[src/rtl/pmu_irq_aggr.sv]
`timescale 1ns/1ps
module pmu_irq_aggr #(
  parameter int NSUB = 9,
  parameter int DW = 8,
  parameter int AW = 8,
  parameter int NGPIO = 4,
  parameter int GPIO_SUB = 7,
  parameter int PAIR_GRP = 4,
  parameter logic [7:0] MASK_BASE = 8'h10,
  parameter logic [7:0] MAIN_ADDR = 8'h20,
  parameter logic [7:0] MMASK_ADDR = 8'h21,
  parameter logic [7:0] TYPE_BASE = 8'h30,
  parameter logic [7:0] CODE_RISE = 8'h20,
  parameter logic [7:0] CODE_FALL = 8'h10,
  parameter logic [7:0] CODE_HIGH = 8'h40,
  parameter logic [7:0] CODE_LOW = 8'h50
) (
  input  logic               clk,
  input  logic               rst_n,
  input  logic [NSUB*DW-1:0] evt_i,
  input  logic [NGPIO-1:0]   gpio_pin_i,
  input  logic [AW-1:0]      reg_addr,
  input  logic [DW-1:0]      reg_wdata,
  input  logic               reg_we,
  output logic [DW-1:0]      reg_rdata,
  output logic               irq_n_o
);
  localparam int EW = NSUB * DW;
  localparam int TW = NGPIO * DW;

  logic [EW-1:0]    stat_flat, mask_flat, set_flat, ack_flat;
  logic [TW-1:0]    type_flat;
  logic [DW-1:0]    mmask_q, main_stat;
  logic [NGPIO-1:0] pin_q, gpio_hit;

  for (genvar g = 0; g < NGPIO; g++) begin : g_pin
    logic [DW-1:0] code;
    assign code = type_flat[g*DW +: DW];
    assign gpio_hit[g] = ((code == CODE_RISE) &&  gpio_pin_i[g] && !pin_q[g]) ||
                         ((code == CODE_FALL) && !gpio_pin_i[g] &&  pin_q[g]) ||
                         ((code == CODE_HIGH) &&  gpio_pin_i[g]) ||
                         ((code == CODE_LOW)  && !gpio_pin_i[g]);
  end

  for (genvar k = 0; k < NSUB; k++) begin : g_sub
    if (k == GPIO_SUB) begin : g_gp
      assign set_flat[k*DW +: DW] = {evt_i[k*DW+NGPIO +: DW-NGPIO], gpio_hit};
    end else begin : g_ev
      assign set_flat[k*DW +: DW] = evt_i[k*DW +: DW];
    end
    assign ack_flat[k*DW +: DW] = (reg_we && reg_addr == AW'(k)) ? reg_wdata : '0;
  end

  always_ff @(posedge clk or negedge rst_n) begin
    if (!rst_n) begin
      stat_flat <= '0;
      mask_flat <= '1;
      mmask_q   <= '1;
      type_flat <= '0;
      pin_q     <= '0;
    end else begin
      pin_q     <= gpio_pin_i;
      stat_flat <= (stat_flat & ~ack_flat) | set_flat;
      for (int k = 0; k < NSUB; k++)
        if (reg_we && reg_addr == MASK_BASE + AW'(k))
          mask_flat[k*DW +: DW] <= reg_wdata;
      if (reg_we && reg_addr == MMASK_ADDR)
        mmask_q <= reg_wdata;
      for (int g = 0; g < NGPIO; g++)
        if (reg_we && reg_addr == TYPE_BASE + AW'(2*g))
          type_flat[g*DW +: DW] <= reg_wdata;
    end
  end

  always_comb begin
    main_stat = '0;
    for (int k = 0; k < NSUB; k++) begin
      if (k <= PAIR_GRP)
        main_stat[k] = main_stat[k] | (|(stat_flat[k*DW +: DW] & ~mask_flat[k*DW +: DW]));
      else
        main_stat[k-1] = main_stat[k-1] | (|(stat_flat[k*DW +: DW] & ~mask_flat[k*DW +: DW]));
    end
  end

  assign irq_n_o = ~|(main_stat & ~mmask_q);

  always_comb begin
    reg_rdata = '0;
    for (int k = 0; k < NSUB; k++) begin
      if (reg_addr == AW'(k))             reg_rdata = stat_flat[k*DW +: DW];
      if (reg_addr == MASK_BASE + AW'(k)) reg_rdata = mask_flat[k*DW +: DW];
    end
    for (int g = 0; g < NGPIO; g++)
      if (reg_addr == TYPE_BASE + AW'(2*g)) reg_rdata = type_flat[g*DW +: DW];
    if (reg_addr == MAIN_ADDR)  reg_rdata = main_stat;
    if (reg_addr == MMASK_ADDR) reg_rdata = mmask_q;
  end
endmodule

[config.mk]
export PLATFORM = sky130hd
export DESIGN_NAME = pmu_irq_aggr
export DESIGN_NICKNAME = d
export VERILOG_FILES = /design/src/rtl/pmu_irq_aggr.sv
export SDC_FILE = /design/constraint.sdc
export NUM_CORES = 1
export LEC_CHECK = 0
export BUFFER_PORTS_ARGS = -buffer_cell sky130_fd_sc_hd__buf_2
export CORE_MARGIN = 5
export CORE_UTILIZATION = 54
export DETAILED_ROUTE_END_ITERATION = 8
export GPL_TIMING_DRIVEN = 0
export PLACE_DENSITY = 0.82
export RECOVER_POWER = 100
export SYNTH_ARGS = -nofsm -noshare
export SYNTH_HDL_FRONTEND = slang
export SYNTH_SLANG_ARGS = --single-unit
[constraint.sdc]
create_clock -name clk -period 5.3 [get_ports clk]
set_input_delay 0.53 -clock clk [delete_from_list [all_inputs] [get_ports clk]]
set_output_delay 0.53 -clock clk [all_outputs]
set_load 0.05 [all_outputs]
==> flow_summary.ini, run 1 <==
[setup_path]
worstPathMaxFanout = 10
reg2reg_setup_slack_ns = 3.83
required_ns = 4.77
cp_num_buf_inv = 5
start_kind = input port
path_cells = clkbuf_1 -> clkbuf_1 -> clkbuf_1 -> clkbuf_1 -> nor3_1 -> nand2_1 -> a222oi_1 -> a221o_1 -> nand4_1 -> nand3b_1 -> clkbuf_1
cpMaxStageDelayCell = nor3_1
crit_path_frequent_cell = clkbuf_1
cp.arrival_ns = 4.01
crit_path_end_kind = output port
slowest_delay_ns = 0.61
crit_family = buffers and inverters
worstSetupPathType = in -> out

[cts]
cts-htree-levels = 4
cts_buffers = 17
cts.sinks = 188
insertion_delay_ns = 0.44
cts_root_buf = clkbuf_16
postCtsSetupRepairBufs = 0
cts_tree = built
clk_path_buf_depth = 2
clk_pin_slew_ns = 0.07
cts-resized-gates = 0
cts_hold_buf = 0

[sta]
relSlewSlack_pct = -57.1
fin_skew_ns = 0.00475
hold_slack_ns = 0.0596
finalWorstSetupSlack_ns = 0.765
slew_viol_final = 98
finalCriticalPeriod_ns = 4.54
min_period_over_period_pct = 85.6
worstMarginPinSlew_ns = 2.36
rsz0062_at_grt = no
tns_ns = 0
max_freq_mhz = 220
finalSetupViolations = 0
finalHoldViolCount = 0

[worst_hold_path]
hp-class = in -> async

[floorplan]
fp.dieArea_sq_um = 22000
initial_core_util_pct = 55.0
die_h_microns = 148
core_area_sq_um = 18800
dieWidth_microns = 148
floorplan.rows = 50
io_pins = 104

[place]
place_congestion = 1.07
dp_hpwl_mm = 26.4
dpl.cell_count = 1344
portBuffers = 97
placed_cell_area_sq_um = 11100
post-place-ws_ns = 1.62

[job]
max_cap_viol_count = 1

[pwr]
sequentialPowerShare_pct = 47.9
power.net_switching_mw = 0.894
irDropWorstVdd_v = 0.000194
p_int_mw = 2.33
switching_share_pct = 27.7
fin_total_pwr_mw = 3.22
p_leak_nw = 4.89
comb_power_share_pct = 10.5
p_clk_share_pct = 41.6
power_density_nw_per_um2 = 277

[routing]
drc = 0
first_pass_iters = 6
dr.first_iter.drc_count = 1235
finalWirelength_mm = 36.8
viasPerCell = 6.71
ant_nets = 0
wl_per_cell_microns = 26.7
via_count = 9232

[layout]
syn_to_final_growth_pct = 12.8
post-route-util_pct = 62.0
fin_cells = 1376
num-fill-cells = 1601
stdcell_area_sq_um = 11600
n_antenna_cell = 0
layout.nets = 1224
drive_above_1_share_pct = 29.6

[logic_synthesis]
synthArstFlopShare_pct = 100
ys.flop_type = dfrtp_1
synth_area_sq_um = 10300
ys_seq_area_share_pct = 46.5
synthTopCellsByCount = nand2_1, mux2_2, dfrtp_1, dfstp_2, inv_1
yosys_warnings = 0
ys_types = 73
yosysMostFrequentCell = nand2_1
netlist_top_cells_area = dfrtp_1, dfstp_2, mux2_2
synth_top_cell_by_area = dfrtp_1
synth.top_cell.area_share_pct = 26.2
avgSynthCellArea_sq_um = 10.2
syn_nets = 1107
synth-seq-cells = 188
syn_inst = 1012
synth-edff-count = 0

[grt]
globalRoute.totalOverflow = 0
grt_max_degree = 98
antenna_found_initial = 0
track_usage_pct = 33.6
grt_pass1_wl_mm = 55.3
grt_pass1_vias = 8988

[run_status]
outcome = finished, violations left
violations = max-capacitance violations, max-slew violations
==> state kept, by name, indices dropped and copies added, names as in the netlist <==
signal,count
mmask_q,8
type_flat,32
mask_flat,72
pin_q,4
stat_flat,72
==> final timing paths <==
check	to	from	depth (start not counted)
hold reg to reg	stat_flat[70]$_DFF_PN0_	stat_flat[70]$_DFF_PN0_	1
min in group clk	pin_q[1]$_DFF_PN0_	gpio_pin_i[1]	1
hold / removal	type_flat[12]$_DFFE_PN0P_	rst_n	1
max in group asynchronous	stat_flat[43]$_DFF_PN0_	rst_n	2
setup / recovery	reg_rdata[0]	reg_addr[2]	11
setup reg to reg	stat_flat[58]$_DFF_PN0_	type_flat[22]$_DFFE_PN0P_	3
==> cell type report <==
type                       instances  area, sq um  area share, %
sequential                       188         4800           41.3
buffer                            61          272           2.33
clock buffer                      17          425           3.66
clock inverter                    15          178           1.53
multi-input combinational        683         4880           41.9
tap                              234          293           2.52
timing repair buffer              98          484           4.16
inverter                          80          300           2.58
==> cells in the final DEF, fill, tap and decap left out, types with 5 or more instances in the layout <==
| master | netlist | routed |
|---|---|---|
| buf_2 | 23 | 96 |
| mux2_1 | 8 | 9 |
| mux2i_1 | 17 | 17 |
| a221oi_1 | 15 | 15 |
| clkbuf_1 | 30 | 55 |
| nand2b_1 | 10 | 10 |
| inv_1 | 79 | 79 |
| nand3b_1 | 5 | 5 |
| o2111ai_1 | 5 | 5 |
| o211ai_1 | 12 | 12 |
| nor4_1 | 11 | 11 |
| a21oi_1 | 29 | 29 |
| nor2_1 | 38 | 41 |
| o221ai_1 | 7 | 7 |
| o31ai_1 | 6 | 6 |
| o21ai_0 | 29 | 29 |
| nor2b_1 | 7 | 7 |
| a32oi_1 | 6 | 6 |
| o21ai_1 | 5 | 5 |
| clkbuf_16 | 0 | 17 |
| a32o_1 | 6 | 6 |
| mux2_2 | 110 | 109 |
| dfstp_2 | 80 | 80 |
| nand2_1 | 116 | 117 |
| dfrtp_1 | 108 | 108 |
| a21o_1 | 70 | 70 |
| o22ai_1 | 42 | 42 |
| nor3_1 | 17 | 19 |
| or4b_1 | 5 | 6 |
| nand3_1 | 17 | 17 |
| or4_1 | 6 | 6 |
| a211oi_1 | 6 | 6 |
| a22oi_1 | 6 | 6 |
==> cells by family (layout without fill, tap and decap cells) <==
family	Yosys count	in the layout	share of synthesized area, %
AND/OR/NAND/NOR	277	277	14.3
buffers and inverters	141	271	5.77
multiplexers	137	137	15.0
flip-flops	188	188	46.5
AO/OA/AOI/OAI	269	269	18.4
==> power groups by stage <==
stage / registers [mW] / logic [mW] / clock network [mW]
6_report: 1.55 / 0.339 / 1.34
5_1_grt: 1.55 / 0.358 / 1.40
4_1_cts: 1.54 / 0.336 / 1.34
3_5_place_dp: 1.57 / 0.334 / 0
3_3_place_gp: 1.56 / 0.327 / 0
2_1_floorplan: 1.55 / 0.176 / 0
==> layer usage <==
layer / global-route usage, % / routed length [microns] / vias up
met5: 0 / 0 / -
met4: 17.3 / 2130 / 0
met3: 8.99 / 4280 / 175
met2: 50.9 / 16300 / 642
met1: 44.6 / 14000 / 4471
li1: - / - / 3944
Note: power is estimated with default switching activity, not from simulation.
==> run 2, diff against run 1 <==
Settings changed: ABC_CLOCK_PERIOD_IN_PS set to 5300, PLACE_DENSITY 0.82 to 0.8.
==> run 2 against run 1 <==
Compared with the run above: clock power is 3% lower; critical endpoint is now reg_rdata[5]; routed wire length is 3.4% higher; critical path type unchanged; non-clock buffer count stayed put; utilization is 0.087 points lower; the run still ends with max-capacitance violations, max-slew violations left; flip-flop and latch count stayed put; global-route usage is 0.91 points higher.
==> flow_summary.ini, run 2 (synthesis gave the netlist of run 1 again) <==
[run_status]
outcome = finished, violations left
violations = max-capacitance violations, max-slew violations

[grt]
track_usage_pct = 34.5
grt_pass1_wl_mm = 56.4
grt_max_degree = 96
globalRoute.totalOverflow = 0
grt_pass1_vias = 9044
antenna_found_initial = 0

[layout]
n_antenna_cell = 0
top_regs = mask_flat: 72 flops, stat_flat: 72 flops, type_flat: 32 flops
layout.nets = 1224
drive_above_1_share_pct = 29.3
final_cell_mix = nand2_1, dfrtp_1, mux2_2
post-route-util_pct = 61.9
syn_to_final_growth_pct = 12.6
final_common_cell = nand2_1
stdcell_area_sq_um = 11600

[setup_path]
slowest_delay_ns = 0.73
path_cells = clkbuf_1 -> clkbuf_1 -> clkbuf_1 -> clkbuf_1 -> nand2_1 -> o221ai_1 -> a22o_1 -> o221ai_1 -> nand3_1 -> clkbuf_1
crit_path_frequent_cell = clkbuf_1
crit_path_end_kind = output port
start_kind = input port
cp.arrival_ns = 4.01
cpMaxStageDelayCell = clkbuf_1
worstSetupPathType = in -> out
worstPathMaxFanout = 10
required_ns = 4.77

[floorplan]
die_h_microns = 148
io_pins = 104
floorplan.rows = 50
initial_core_util_pct = 55.0
fp.dieArea_sq_um = 22000
dieWidth_microns = 148
core_area_sq_um = 18800

[sta]
fin_skew_ns = 0.00563
worstMarginPinSlew_ns = 2.29
finalCriticalPeriod_ns = 4.54
finalWorstSetupSlack_ns = 0.756
finalHoldViolCount = 0
tns_ns = 0
min_period_over_period_pct = 85.7
max_freq_mhz = 220
rsz0062_at_grt = no
slew_viol_final = 95
finalSetupViolations = 0
hold_slack_ns = 0.0632
relSlewSlack_pct = -52.8

[job]
max_cap_viol_count = 1

[cts]
cts_tree = built
cts_buffers = 17
cts-htree-levels = 4
cts.sinks = 188
cts_hold_buf = 0
insertion_delay_ns = 0.45
cts-resized-gates = 0
cts_root_buf = clkbuf_16
clk_path_buf_depth = 2
clk_pin_slew_ns = 0.08
postCtsSetupRepairBufs = 0

[pwr]
irDropWorstVdd_v = 0.000225
p_leak_nw = 4.88
power_density_nw_per_um2 = 274

[place]
placed_cell_area_sq_um = 11100
place_congestion = 1.04
post-place-ws_ns = 1.54
portBuffers = 97
dp_hpwl_mm = 27.2

[worst_hold_path]
hp-class = in -> async

[routing]
dr.first_iter.drc_count = 1496
viasPerCell = 6.76
wl_per_cell_microns = 27.6
via_count = 9296
ant_nets = 0
drc = 0
finalWirelength_mm = 38.0
first_pass_iters = 7
[run 2: cell count changes in the layout (fill, tap and decap cells not counted), sizes merged]
cell and change:
inv +2, clkinv -1, bufinv -1
[run 2: area by class of cell]
type / instances / area (sq um)
fillers: 1576 / 7150
flip-flops and latches: 188 / 4800
clock inverters: 15 / 151
plain buffers: 61 / 274
inverters: 80 / 300
clock buffers: 17 / 425
well taps: 234 / 293
multi-input cells: 683 / 4890
repair buffers: 98 / 484
[run 2: path summary, 6_finish.rpt]
path	startpoint	endpoint	slack, ns	cells after the start
max reg2reg	type_flat[22]$_DFFE_PN0P_	stat_flat[58]$_DFF_PN0_	3.81	3
min in group clk	gpio_pin_i[2]	pin_q[2]$_DFF_PN0_	0.24	1
min	rst_n	type_flat[9]$_DFFE_PN0P_	0.06	1
max	reg_addr[4]	reg_rdata[5]	0.76	10
max in group asynchronous	rst_n	stat_flat[39]$_DFF_PN0_	2.57	2
min reg2reg	stat_flat[20]$_DFF_PN0_	stat_flat[20]$_DFF_PN0_	0.48	1
[run 2: stage by stage]
step / instances / total power, mW
4_1_cts: 1376 / 3.19
3_3_place_gp: 1343 / 1.90
6_report: 1376 / 3.18
2_1_floorplan: 1012 / 1.73
3_5_place_dp: 1344 / 1.91
5_1_grt: 1376 / 3.28
[run 2: critical path: cells and delay by family]
kind | cells | cell delay [ns]
simple gates | 2 | 0.27
compound gates | 3 | 0.66
buf+inv | 5 | 2.55
[run 2: layer usage]
| metal | wire, microns | track usage, % |
|---|---|---|
| met5 | 0 | 0 |
| met4 | 1880 | 14.6 |
| met3 | 4260 | 8.26 |
| met2 | 17200 | 53.6 |
| met1 | 14700 | 46.7 |
[run 2: where the power goes]
group	switching, mW	total, mW	internal (mW)
combinational	0.229	0.343	0.114
clock	0.630	1.30	0.666
sequential	0.0435	1.55	1.50
==> run 3, diff against run 2 <==
Settings changed: CORE_MARGIN 5 to not set, SKIP_CTS_REPAIR_TIMING set to 1.
==> run 3 against run 2 <==
Compared with the run above: combinational power fell by 1%; die area is 11% lower; largest cell class unchanged; flip-flop and latch count is the same; sequential share of layout area shrank 0.24 points; the run still ends with max-capacitance violations, max-slew violations left; largest power group unchanged.
==> flow_summary.ini, run 3 (synthesis gave the netlist of run 1 again) <==
[setup_path]
cp.arrival_ns = 4.04
worstSetupPathType = in -> out
required_ns = 4.77
worstPathMaxFanout = 10
crit_path_end_kind = output port
start_kind = input port

[grt]
track_usage_pct = 38.1
globalRoute.totalOverflow = 0
grt_pass1_wl_mm = 54.5
antenna_found_initial = 1
grt_pass1_vias = 8980
grt_max_degree = 96

[run_status]
outcome = finished, violations left
violations = max-capacitance violations, max-slew violations

[cts]
cts-htree-levels = 4
cts_tree = built
cts.sinks = 188
clk_path_buf_depth = 2
cts_root_buf = clkbuf_16
clk_pin_slew_ns = 0.07
insertion_delay_ns = 0.44
cts_buffers = 17

[sta]
finalCriticalPeriod_ns = 4.57
max_freq_mhz = 219
finalSetupViolations = 0
worstMarginPinSlew_ns = 2.32
finalHoldViolCount = 0
rsz0062_at_grt = no
slew_viol_final = 95
relSlewSlack_pct = -54.8
fin_skew_ns = 0.00229
tns_ns = 0
min_period_over_period_pct = 86.2

[floorplan]
dieWidth_microns = 140
core_area_sq_um = 18700
io_pins = 104
floorplan.rows = 50
initial_core_util_pct = 55.2
fp.dieArea_sq_um = 19700
die_h_microns = 140

[routing]
drc = 0
dr.first_iter.drc_count = 1232
first_pass_iters = 5
wl_per_cell_microns = 26.3
viasPerCell = 6.72
ant_nets = 0
finalWirelength_mm = 36.3
via_count = 9269

[pwr]
power_density_nw_per_um2 = 283
p_leak_nw = 4.91
irDropWorstVdd_v = 0.000227

[layout]
top_regs = mask_flat: 72 flops, stat_flat: 72 flops, type_flat: 32 flops
final_cell_mix = nand2_1, mux2_2, dfrtp_1
syn_to_final_growth_pct = 13.2
drive_above_1_share_pct = 29.5
fin_cells = 1379
layout.nets = 1224
post-route-util_pct = 62.5
final_common_cell = nand2_1

[place]
dpl.cell_count = 1344
place_congestion = 1.03
portBuffers = 97
dp_hpwl_mm = 25.7

[job]
max_cap_viol_count = 1

[worst_hold_path]
hp-class = in -> async
run 3: cell count changes in the layout (fill, tap and decap cells not counted), moves of 4 or more:
cell	previous run	this run
inv_8	4	0
inv_6	5	1
mux2_1	12	8
clkbuf_8	0	4
mux2_2	106	110
run 3: power breakdown:
group	internal [mW]	switching, mW
clock network	0.844	0.578
registers	1.50	0.0438
logic	0.114	0.223
total	2.46	0.845
run 3: worst paths after layout:
check	from	depth (start not counted)	endpoint	slack, ns
setup reg to reg	type_flat[22]$_DFFE_PN0P_	3	stat_flat[58]$_DFF_PN0_	3.80
setup / recovery	reg_addr[2]	11	reg_rdata[2]	0.73
max in group asynchronous	rst_n	2	stat_flat[41]$_DFF_PN0_	2.51
hold reg to reg	stat_flat[62]$_DFF_PN0_	1	stat_flat[62]$_DFF_PN0_	0.48
hold / removal	rst_n	1	type_flat[8]$_DFFE_PN0P_	0.09
min in group clk	gpio_pin_i[0]	1	pin_q[0]$_DFF_PN0_	0.24
run 3: worst max-delay path, cell delays in order:
cell       delay (ns)
clkbuf_1         0.25
clkbuf_1         0.47
clkbuf_1         0.38
clkbuf_1         0.54
nand3b_1         0.21
o211ai_1         0.09
and3b_1          0.21
o2111ai_1        0.35
nand3_1          0.22
a32oi_1          0.28
clkbuf_1         0.50
run 3: through the flow:
step	setup WS (ns)	instance area (sq um)	hold WS, ns	power, mW
after CTS	1.63	11800	0.129	3.30
after global placement	0.749	11100	0.461	1.89
after global routing	0.752	11700	0.159	3.38
final	0.734	11700	0.0900	3.31
after detailed placement	1.62	11100	0.468	1.90
after floorplan	1.79	10300	0.234	1.73
run 3: per-layer routing:
layer | GRT usage [%] | part of all wire [%] | vias up
met1 | 48.8 | 39 | 4523
met4 | 23.0 | 6.5 | 0
met3 | 10.2 | 11 | 165
li1 | - | - | 3921
met5 | 0 | 0 | -
met2 | 58.0 | 44 | 660
run 3: final cells by class:
type | count | area, sq um
flip-flops and latches | 188 | 4800
inverters | 80 | 300
multi-input cells | 683 | 4880
diodes | 3 | 7.51
clock inverters | 9 | 159
clock buffers | 23 | 488
well taps | 234 | 293
plain buffers | 61 | 273
fillers | 1584 | 7020
repair buffers | 98 | 483
